===== src/rtl/indirect_agu_pkg.sv =====
package indirect_agu_pkg;

   localparam int EXT_W     = 16;
   localparam int OP_LSB    = 12;
   localparam int OP_W      = 4;
   localparam int DST_LSB   = 9;
   localparam int SEL_W     = 3;
   localparam int SEG_BIT   = 5;
   localparam int FORM_LSB  = 3;
   localparam int PSEL_LSB  = 0;
   localparam logic [OP_W-1:0] OP_STORE = 4'hD;

   typedef enum logic [1:0] {
      FORM_PLAIN   = 2'd0,
      FORM_POSTDEC = 2'd1,
      FORM_POSTINC = 2'd2,
      FORM_PREINC  = 2'd3
   } addr_form_e;

   typedef struct packed {
      logic [OP_W-1:0]  alu_op;
      logic [SEL_W-1:0] dst_sel;
      logic             seg_en;
      addr_form_e       form;
      logic [SEL_W-1:0] ptr_sel;
   } ext_fields_t;

endpackage


===== src/rtl/iag_decode.sv =====
module iag_decode
   import indirect_agu_pkg::*;
#(
   parameter int REG_IDX_W = 4,
   parameter int BANK_BASE = 8
) (
   input  logic [EXT_W-1:0]     ext_word,
   output ext_fields_t          fields,
   output logic [REG_IDX_W-1:0] dst_idx,
   output logic [REG_IDX_W-1:0] ptr_idx
);

   localparam int BANK_TOP = BANK_BASE + (1 << SEL_W);

   if (BANK_TOP > (1 << REG_IDX_W)) begin : g_bank_check
      $error("iag_decode: register bank does not fit the index width");
   end

   always_comb begin
      fields.alu_op  = ext_word[OP_LSB +: OP_W];
      fields.dst_sel = ext_word[DST_LSB +: SEL_W];
      fields.seg_en  = ext_word[SEG_BIT];
      fields.form    = addr_form_e'(ext_word[FORM_LSB +: 2]);
      fields.ptr_sel = ext_word[PSEL_LSB +: SEL_W];
   end

   assign dst_idx = REG_IDX_W'(BANK_BASE) + REG_IDX_W'(fields.dst_sel);
   assign ptr_idx = REG_IDX_W'(BANK_BASE) + REG_IDX_W'(fields.ptr_sel);

endmodule


===== src/rtl/iag_ptr_step.sv =====
module iag_ptr_step
   import indirect_agu_pkg::*;
#(
   parameter int PTR_W = 16
) (
   input  addr_form_e       form,
   input  logic [PTR_W-1:0] ptr_in,
   output logic [PTR_W-1:0] ptr_next,
   output logic [PTR_W-1:0] access_ptr,
   output logic             ptr_moves,
   output logic             wrap_up,
   output logic             wrap_down
);

   localparam logic [PTR_W-1:0] ONE  = PTR_W'(1);
   localparam logic [PTR_W-1:0] ZERO = '0;
   localparam logic [PTR_W-1:0] ALL1 = '1;

   if (PTR_W < 2) begin : g_width_check
      $error("iag_ptr_step: pointer width too small");
   end

   logic [PTR_W-1:0] ptr_inc;
   logic [PTR_W-1:0] ptr_dec;

   assign ptr_inc = ptr_in + ONE;
   assign ptr_dec = ptr_in - ONE;

   always_comb begin
      ptr_next   = ptr_in;
      access_ptr = ptr_in;
      ptr_moves  = 1'b0;
      wrap_up    = 1'b0;
      wrap_down  = 1'b0;
      unique case (form)
         FORM_PLAIN: begin
            ptr_next = ptr_in;
         end
         FORM_POSTDEC: begin
            ptr_next  = ptr_dec;
            ptr_moves = 1'b1;
            wrap_down = (ptr_dec == ALL1);
         end
         FORM_POSTINC: begin
            ptr_next  = ptr_inc;
            ptr_moves = 1'b1;
            wrap_up   = (ptr_inc == ZERO);
         end
         FORM_PREINC: begin
            ptr_next   = ptr_inc;
            access_ptr = ptr_inc;
            ptr_moves  = 1'b1;
            wrap_up    = (ptr_inc == ZERO);
         end
         default: ptr_next = ptr_in;
      endcase
   end

endmodule


===== src/rtl/iag_seg_adjust.sv =====
module iag_seg_adjust
   import indirect_agu_pkg::*;
#(
   parameter int SR_W             = 16,
   parameter int SEG_LSB          = 10,
   parameter int SEG_W            = 6,
   parameter bit PREINC_SEG_GATED = 1'b1
) (
   input  logic [SR_W-1:0]  sr_in,
   input  addr_form_e       form,
   input  logic             seg_en,
   input  logic             wrap_up,
   input  logic             wrap_down,
   output logic [SR_W-1:0]  sr_next,
   output logic             adjust,
   output logic [SEG_W-1:0] addr_seg
);

   localparam int SEG_MSB = SEG_LSB + SEG_W - 1;

   if (SEG_MSB >= SR_W) begin : g_field_check
      $error("iag_seg_adjust: segment field exceeds status width");
   end

   logic [SEG_W-1:0] seg_old;
   logic [SEG_W-1:0] seg_new;
   logic             carry_ok;
   logic             do_inc;
   logic             do_dec;

   assign seg_old = sr_in[SEG_MSB:SEG_LSB];

   if (PREINC_SEG_GATED) begin : g_preinc_gated
      assign carry_ok = (form != FORM_PREINC) || seg_en;
   end else begin : g_preinc_free
      assign carry_ok = 1'b1;
   end

   assign do_inc = wrap_up && carry_ok;
   assign do_dec = wrap_down;
   assign adjust = do_inc || do_dec;

   always_comb begin
      seg_new = seg_old;
      if (do_inc) begin
         seg_new = seg_old + SEG_W'(1);
      end else if (do_dec) begin
         seg_new = seg_old - SEG_W'(1);
      end
   end

   always_comb begin
      sr_next = sr_in;
      sr_next[SEG_MSB:SEG_LSB] = seg_new;
   end

   // Pre-increment addresses with the already-advanced segment;
   // post forms address with the field as it stood before the step.
   assign addr_seg = (form == FORM_PREINC) ? seg_new : seg_old;

endmodule


===== src/rtl/iag_addr_form.sv =====
module iag_addr_form #(
   parameter int PTR_W = 16,
   parameter int SEG_W = 6
) (
   input  logic                   seg_en,
   input  logic [SEG_W-1:0]       seg,
   input  logic [PTR_W-1:0]       ptr,
   output logic [SEG_W+PTR_W-1:0] addr
);

   always_comb begin
      if (seg_en) begin
         addr = {seg, ptr};
      end else begin
         addr = {{SEG_W{1'b0}}, ptr};
      end
   end

endmodule


===== src/rtl/indirect_agu.sv =====
module indirect_agu
   import indirect_agu_pkg::*;
#(
   parameter int PTR_W            = 16,
   parameter int SR_W             = 16,
   parameter int SEG_LSB          = 10,
   parameter int SEG_W            = 6,
   parameter int REG_IDX_W        = 4,
   parameter int BANK_BASE        = 8,
   parameter bit PREINC_SEG_GATED = 1'b1,
   localparam int ADDR_W          = SEG_W + PTR_W
) (
   input  logic                 issue,
   input  logic [EXT_W-1:0]     ext_word,
   input  logic [PTR_W-1:0]     ptr_val,
   input  logic [SR_W-1:0]      sr_val,
   output logic [ADDR_W-1:0]    mem_addr,
   output logic                 mem_rd,
   output logic [REG_IDX_W-1:0] dst_idx,
   output logic [REG_IDX_W-1:0] ptr_idx,
   output logic [PTR_W-1:0]     ptr_wdata,
   output logic                 ptr_we,
   output logic [SR_W-1:0]      sr_wdata,
   output logic                 sr_we
);

   ext_fields_t      fld;
   logic [PTR_W-1:0] acc_ptr;
   logic             moves;
   logic             wr_up;
   logic             wr_dn;
   logic             seg_adj;
   logic [SEG_W-1:0] seg_for_addr;

   iag_decode #(
      .REG_IDX_W (REG_IDX_W),
      .BANK_BASE (BANK_BASE)
   ) u_decode (
      .ext_word (ext_word),
      .fields   (fld),
      .dst_idx  (dst_idx),
      .ptr_idx  (ptr_idx)
   );

   iag_ptr_step #(
      .PTR_W (PTR_W)
   ) u_step (
      .form       (fld.form),
      .ptr_in     (ptr_val),
      .ptr_next   (ptr_wdata),
      .access_ptr (acc_ptr),
      .ptr_moves  (moves),
      .wrap_up    (wr_up),
      .wrap_down  (wr_dn)
   );

   iag_seg_adjust #(
      .SR_W             (SR_W),
      .SEG_LSB          (SEG_LSB),
      .SEG_W            (SEG_W),
      .PREINC_SEG_GATED (PREINC_SEG_GATED)
   ) u_seg (
      .sr_in     (sr_val),
      .form      (fld.form),
      .seg_en    (fld.seg_en),
      .wrap_up   (wr_up),
      .wrap_down (wr_dn),
      .sr_next   (sr_wdata),
      .adjust    (seg_adj),
      .addr_seg  (seg_for_addr)
   );

   iag_addr_form #(
      .PTR_W (PTR_W),
      .SEG_W (SEG_W)
   ) u_addr (
      .seg_en (fld.seg_en),
      .seg    (seg_for_addr),
      .ptr    (acc_ptr),
      .addr   (mem_addr)
   );

   assign mem_rd = issue && (fld.alu_op != OP_STORE);
   assign ptr_we = issue && moves;
   assign sr_we  = issue && seg_adj;

endmodule


===== config.mk =====
export PLATFORM = sky130hd
export DESIGN_NAME = indirect_agu
export DESIGN_NICKNAME = d
export VERILOG_FILES = /design/src/rtl/indirect_agu_pkg.sv /design/src/rtl/iag_decode.sv /design/src/rtl/iag_ptr_step.sv /design/src/rtl/iag_seg_adjust.sv /design/src/rtl/iag_addr_form.sv /design/src/rtl/indirect_agu.sv
export SDC_FILE = /design/constraint.sdc
export NUM_CORES = 1
export LEC_CHECK = 0
export ABC_AREA = 1
export BUFFER_PORTS_ARGS = -buffer_cell sky130_fd_sc_hd__buf_2
export CAP_MARGIN = 0
export CORE_MARGIN = 3
export CORE_UTILIZATION = 32
export DETAILED_ROUTE_END_ITERATION = 6
export GPL_ROUTABILITY_DRIVEN = 0
export PLACE_DENSITY = 0.66
export SETUP_SLACK_MARGIN = 0.05
export SLEW_MARGIN = 20
export SYNTH_ARGS = -nofsm -noshare
export SYNTH_HDL_FRONTEND = slang
export SYNTH_SLANG_ARGS = --single-unit
export TNS_END_PERCENT = 10

===== constraint.sdc =====
create_clock -name vclk -period 5.2
set_input_delay 0.52 -clock vclk [all_inputs]
set_output_delay 0.52 -clock vclk [all_outputs]
set_load 0.05 [all_outputs]

==> run_results.csv, run 1 <==
group,metric,value,unit
status,status,"complete, no violations",
layout,antenna_cells,0,
worst_setup_path,critPathMaxStageDelay,0.79,ns
routing,drtPass1Iterations,5,
floorplan,die_h,90.7,um
timing,period_needed,3.70,ns
worst_setup_path,cp_data_arrival_time,3.18,ns
yosys,yosys.area_share.adder,0.0273,
layout,seq_cells,0,
floorplan,row_count,30,
run,drv_cap,0,
place,dp.cells,592,
worst_setup_path,worst_path_most_repeated_cell,"nand2_1",
layout,seq_area,0,um^2
yosys,synth.cell_area,0.00229,mm^2
layout,fin_cells,592,
routing,drt_iter0_markers,274,
timing,worstMarginPinSlew,0.796,ns
global_routing,grt_max_degree,24,
yosys,seq_area_frac_synth,0,
worst_setup_path,path_class,"input pin to output pin",
global_routing,antenna_found_initial,0,
timing,slew_violations,0,
power_and_ir_drop,p_leak,1.39,nW
worst_setup_path,endpoint_kind,"output pin",
timing,relSlewSlack,0.468,
worst_setup_path,cp_num_buf_inv,4,
timing,rsz0062_at_grt,"false",
worst_setup_path,crit_fanout,23,
timing,setup_viol,0,
cts,holdBufCountCts,0,
routing,wl_per_cell,13.8,um
timing,hold_viol,0,
worst_setup_path,worstSetupStartpointType,"input pin",
hold_path,hold_path_class,"input pin to output pin",
routing,wirelength,8190,um
yosys,syn_avg_cell_area,5.08,um^2
routing,detail-route-antenna-nets,0,
routing,viasPerCell,5.27,
floorplan,die_w,90.7,um
floorplan,initial_core_util,0.334,
timing,fin_tns_setup,0,ns
worst_setup_path,slowest_stage,"inv_1",
layout,nets,552,
cts,cts_setup_buffers,0,
power_and_ir_drop,power.density,112,mW/mm^2
routing,dr_total_vias,3121,
layout,clkbuf_count,0,
layout,area_growth,12.2,%
timing,fmax,0.270,GHz
yosys,syn_inst,452,
yosys,yosysWarnings,0,
yosys,synth_cell_types,32,
yosys,synthMuxAreaShare,0,
floorplan,die_area,0.00822,mm^2
layout,nFillCells,799,
floorplan,num_io_pins,114,
yosys,synth_top_family_by_area,"simple AND/OR/NAND/NOR gates",
global_routing,grt_pass1_vias,2806,
place,hpwl,6630,um
global_routing,grt_first_pass_wirelength,13200,um
yosys,synth_xor_area_frac,0.0687,
cts,cts_resized,0,
place,port_buffers,77,
global_routing,overflow,0,
routing,drc,0,
floorplan,core,0.00687,mm^2
worst_setup_path,cp_top_family,"buffers and inverters",
worst_setup_path,crit_required,4.68,ns
timing,min_period_over_period,0.712,
power_and_ir_drop,ir_drop,0.0784,mV
global_routing,grt_use_total,0.187,
worst_setup_path,path_cells,"buf_2, nand2_1, inv_1, nand2_1, nand3_2, nand2_1, nand3_1, nand2_1, inv_1, buf_2",
yosys,synth-compound-area-share,0.125,
yosys,synth-simple-area-share,0.588,
layout,drive_gt1_frac,0.224,
layout by cell type, fill, tap and decap left out:
cell,instances
buf_2,77
nand4_1,15
a21oi_1,9
nor3_1,9
nor2_1,50
ha_1,5
nand2_1,146
nand2_4,1
and2_1,1
conb_1,2
o21ai_2,1
nand2_2,11
nand3_2,3
o221ai_1,13
and3_1,1
o211ai_1,1
clkinv_1,2
nand4_2,1
nor3_4,1
o21ai_0,19
xor2_1,18
nand3_1,41
a41oi_1,1
a22oi_1,1
inv_1,51
nor2_2,8
inv_2,2
nor2_4,6
routing by layer:
metal | vias to the layer above | wire length, um | global-route usage
met1 | 1392 | 3560 | 0.260
li1 | 1528 | - | -
met5 | - | 0 | 0
met3 | 9 | 987 | 0.0342
met4 | 0 | 54 | 0.0370
met2 | 192 | 3580 | 0.299
cells in the mapped netlist (all sizes together):
library cell,number,area share
conb,1,0.0016
ha,5,0.027
nand2,158,0.27
nor2,64,0.13
o221ai,13,0.050
nand3,44,0.10
buf,30,0.093
and2,1,0.0027
a21oi,9,0.020
a41oi,1,0.0038
nor3,10,0.027
xor2,18,0.069
and3,1,0.0027
inv,53,0.087
o211ai,1,0.0033
clkinv,2,0.0033
a22oi,1,0.0033
o21ai,20,0.045
clkbuf,4,0.0065
nand4,16,0.046
power breakdown:
group	switching (mW)	total [mW]	leakage, nW	internal, mW
logic	0.225	0.289	1.39	0.0638
clock network	0	0	0	0
registers	0	0	0	0
final cells by class:
cell class | count | area, um^2 | share of cell area
Inverter | 55 | 206 | 0.0802
Multi-Input combinational cell | 364 | 1860 | 0.724
Tap cell | 96 | 120 | 0.0466
Timing Repair Buffer | 77 | 385 | 0.150
cell families after synthesis:
kind of cell,count (synthesis)
compound gates,45
xor+xnor,18
fa+ha+maj,5
buf+inv,89
other cells,1
simple gates,294
per-stage QoR:
step / hold slack [ns] / total power [mW] / util / setup slack (ns) / cell area (um^2)
floorplan: 1.21 / 0.251 / - / 2.22 / 2300
global placement: 1.04 / 0.282 / 0.375 / 1.59 / 2570
detailed placement: 1.04 / 0.284 / 0.375 / 1.57 / 2570
CTS: 1.04 / 0.285 / 0.375 / 1.55 / 2570
global route: 1.04 / 0.309 / 0.375 / 1.33 / 2570
finish: 1.04 / 0.289 / 0.375 / 1.50 / 2570
path summary, 6_finish.rpt:
| kind | from | to | slack, ns | cells past startpoint |
|---|---|---|---|---|
| worst min-delay path | ext_word[9] | dst_idx[0] | 1.04 | 0 |
| worst max-delay path | ext_word[4] | mem_addr[17] | 1.50 | 10 |
Power figures use the tool's default switching activity.
==> inputs of run 2 (changes only) <==
Settings changed: ABC_AREA 1 to 0, PLACE_DENSITY 0.66 to 0.72.
Clock period 5.2 ns to 3.4 ns, I/O delays scaled along.
==> run_results.csv, run 2 <==
group,metric,value,unit
run,drv_cap,0,
routing,drt_iter0_markers,191,
worst_setup_path,crit_fanout,7,
worst_setup_path,path_class,"input pin to output pin",
power_and_ir_drop,ir_drop,0.110,mV
cts,holdBufCountCts,0,
layout,fin_util,0.453,
routing,viasPerCell,5.53,
routing,wirelength,6110,um
floorplan,die_area,0.00675,mm^2
layout,seq_area,0,um^2
worst_setup_path,cp_data_arrival_time,2.93,ns
worst_setup_path,slowest_stage,"or4b_1",
yosys,yosys-top-cells-count,"xnor2_1 (31), nand2_1 (25), buf_4 (18)",
timing,fmax,0.306,GHz
place,hpwl,4610,um
floorplan,initial_core_util,0.333,
layout,clkbuf_count,0,
power_and_ir_drop,fin_total_pwr,359,uW
layout,antenna_cells,0,
layout,seq_cells,0,
worst_setup_path,worstSetupStartpointType,"input pin",
power_and_ir_drop,intPower,105,uW
yosys,syn_inst,274,
layout,final_cell_mix,"buf_2 (68), buf_4 (34), xnor2_1 (28)",
place,postPlaceCellArea,0.00238,mm^2
worst_setup_path,cp_top_family,"simple AND/OR/NAND/NOR gates",
timing,fin_tns_setup,0,ns
yosys,yosysWarnings,0,
routing,drc,0,
status,status,"complete, no violations",
place,place_ws,-0.0386,ns
timing,hold_viol,0,
power_and_ir_drop,p_leak,1.08,nW
floorplan,core,0.00557,mm^2
power_and_ir_drop,combPwrFrac,1.000,
timing,setup_viol,0,
global_routing,grt_first_pass_wirelength,9190,um
worst_setup_path,endpoint_kind,"output pin",
worst_setup_path,path_cells,"buf_2, buf_4, ha_1, or4b_1, a311oi_2, and4_1, and3_1, nand2_2, buf_4, o41ai_2, buf_4",
yosys,synth.cell_area,0.00186,mm^2
routing,wl_per_cell,14.8,um
place,port_buffers,77,
hold_path,hold_path_class,"input pin to output pin",
layout,mostFrequentLayoutCell,"buf_2",
timing,rsz0062_at_grt,"true",
layout,fin_area,0.00252,mm^2
layout,nets,398,
global_routing,grt_use_total,0.164,
power_and_ir_drop,pwr-share-clk,0,
floorplan,die_h,82.2,um
timing,fin_ws,0.131,ns
layout,fin_cells,414,
timing,fin_hold_ws,0.680,ns
routing,drtPass1Iterations,4,
yosys,yosysMostFrequentCell,"xnor2_1",
layout,drive_gt1_frac,0.412,
power_and_ir_drop,sw_frac_of_total,0.708,
floorplan,row_count,27,
layout,area_growth,36.1,%
yosys,synth_top_area_frac,0.146,
yosys,netlist_top_cells_area,"xnor2_1 (15%), buf_4 (7.3%), xor2_1 (6.1%)",
timing,min_period_over_period,0.961,
power_and_ir_drop,pwr-share-seq,0,
yosys,syn_avg_cell_area,6.77,um^2
global_routing,antenna_found_initial,0,
worst_setup_path,worst_path_most_repeated_cell,"buf_4",
floorplan,die_w,82.2,um
worst_setup_path,critPathMaxStageDelay,0.53,ns
floorplan,num_io_pins,114,
timing,slew_violations,0,
place,dp.cells,413,
power_and_ir_drop,p_switching,254,uW
global_routing,grt_pass1_vias,1925,
global_routing,overflow,0,
worst_setup_path,crit_required,3.06,ns
routing,dr_total_vias,2288,
routing,detail-route-antenna-nets,0,
timing,period_needed,3.27,ns
power_and_ir_drop,power.density,142,mW/mm^2
worst_setup_path,cp_num_buf_inv,4,
yosys,synth.largest_area_cell,"xnor2_1",
yosys,seq_area_frac_synth,0,
global_routing,grt_max_degree,18,
yosys,synth_cell_types,59,
run 2: kinds of logic (layout without fill, tap and decap cells):
kind of cell               count (synthesis)  after routing  share of synthesized area
and+or+nand+nor                          122            122                      0.390
buffers and inverters                     48            115                      0.138
AOI/OAI and AO/OA                         47             47                      0.189
xor gates and xnor gates                  44             44                      0.208
muxes                                      7              7                     0.0391
adders and majority gates                  5              5                     0.0337
other                                      1              2                    0.00202
run 2: per-layer routing:
metal  vias up  global-route usage  part of all wire
met1      1068               0.240              0.44
li1       1114                   -                 -
met3         6              0.0141             0.065
met5         -                   0                 0
met4         0              0.0249             0.010
met2       100               0.264              0.49
run 2: cell type report:
type	instances	area, um^2
Fill cell	588	3050
Inverter	7	26.3
Multi-Input combinational cell	227	1760
Tap cell	72	90.1
Timing Repair Buffer	108	652
run 2: final timing paths:
kind	from	endpoint	cells past startpoint
max	ptr_val[0]	mem_addr[19]	11
min	ext_word[10]	dst_idx[1]	0
run 2: power by group through the flow:
stage | clock (mW) | combinational, mW | sequential [mW]
after floorplan | 0 | 0.303 | 0
after global placement | 0 | 0.341 | 0
after detailed placement | 0 | 0.344 | 0
after CTS | 0 | 0.346 | 0
after global routing | 0 | 0.382 | 0
final | 0 | 0.359 | 0
run 2: what timing repair did:
action,4_1_cts,5_1_grt
setup endpoints to repair,8,13
resized for setup,4,32
setup buffers,0,1
pin swaps,0,8
==> inputs of run 3 (changes only) <==
Settings changed: PLACE_DENSITY 0.72 to not set, PLACE_DENSITY_LB_ADDON set to 0.2.
==> run_results.csv, run 3 (synthesized netlist as in run 2, its figures left out) <==
group,metric,value,unit
layout,antenna_cells,0,
layout,final_cell_mix,"buf_2 (69), buf_4 (39), xnor2_1 (28)",
floorplan,die_h,82.2,um
floorplan,num_io_pins,114,
power_and_ir_drop,p_leak,1.11,nW
timing,fin_tns_setup,0,ns
status,status,"complete, no violations",
hold_path,hold_path_class,"input pin to output pin",
worst_setup_path,worstSetupStartpointType,"input pin",
global_routing,antenna_found_initial,0,
floorplan,die_area,0.00675,mm^2
routing,viasPerCell,5.33,
worst_setup_path,crit_fanout,6,
floorplan,die_w,82.2,um
worst_setup_path,endpoint_kind,"output pin",
global_routing,overflow,0,
timing,min_period_over_period,0.965,
layout,clkbuf_count,0,
global_routing,grt_use_total,0.173,
timing,worstMarginPinSlew,0.710,ns
global_routing,grt_max_degree,19,
place,port_buffers,77,
routing,drt_iter0_markers,106,
floorplan,row_count,27,
routing,wl_per_cell,14.7,um
timing,setup_viol,0,
routing,dr_total_vias,2232,
routing,drtPass1Iterations,4,
layout,mostFrequentLayoutCell,"buf_2",
worst_setup_path,crit_required,3.06,ns
run,drv_cap,0,
place,hpwl,4820,um
routing,wirelength,6170,um
global_routing,grt_first_pass_wirelength,9610,um
layout,drive_gt1_frac,0.432,
layout,nets,403,
global_routing,grt_pass1_vias,2001,
floorplan,core,0.00557,mm^2
layout,area_growth,39.5,%
routing,detail-route-antenna-nets,0,
worst_setup_path,path_class,"input pin to output pin",
layout,seq_cells,0,
layout,seq_area,0,um^2
timing,relSlewSlack,0.527,
power_and_ir_drop,ir_drop,0.0845,mV
floorplan,initial_core_util,0.333,
power_and_ir_drop,power.density,141,mW/mm^2
timing,fmax,0.305,GHz
routing,drc,0,
timing,period_needed,3.28,ns
timing,slew_violations,0,
timing,hold_viol,0,
layout,fin_util,0.464,
worst_setup_path,cp_data_arrival_time,2.94,ns
timing,rsz0062_at_grt,"true",
run 3: what timing repair did:
action | CTS | global route
hold buffers | 0 | 0
buffers inserted | 0 | 2
endpoints found under the setup margin | 9 | 13
resized for setup | 4 | 37
gates cloned | 0 | 0
pin swaps | 0 | 11
run 3: per-layer routing:
metal,wire (um),track usage,vias up
met4,2,0.00831,0
met5,0,0,-
met3,266,0.00108,2
met2,3000,0.311,58
li1,-,-,1121
met1,2900,0.243,1051
run 3: path summary, 6_finish.rpt:
check | end | from | cells past startpoint
setup / recovery | mem_addr[20] | ptr_val[1] | 11
hold / removal | dst_idx[0] | ext_word[9] | 0
run 3: metrics by stage:
step                power [mW]  setup WS [ns]  instance area [um^2]  hold slack, ns  std cells
floorplan                0.303         -0.212                  1910           0.847        275
global placement         0.347        -0.0258                  2410           0.680        417
detailed placement       0.348        -0.0884                  2410           0.680        417
CTS                      0.350         0.0185                  2420           0.680        417
global route             0.388        -0.0470                  2590           0.680        419
finish                   0.364          0.119                  2590           0.680        419
run 3: final cells by class:
type | instances | area, um^2
timing repair buffer | 113 | 694
fill | 615 | 2990
multi-input combinational | 227 | 1770
tap | 72 | 90.1
inverter | 7 | 33.8
run 3: critical path, stage by stage:
cell	delay, ns
buf_8	0.10
buf_4	0.16
ha_1	0.22
or4b_1	0.53
a311oi_2	0.31
and4_1	0.21
and3_1	0.20
nand2_2	0.10
buf_4	0.16
o41ai_2	0.34
buf_4	0.26
run 3: where the power goes:
part,internal [mW],switching [mW],total (mW)
combinational,0.108,0.256,0.364
clock,0,0,0
sequential,0,0,0
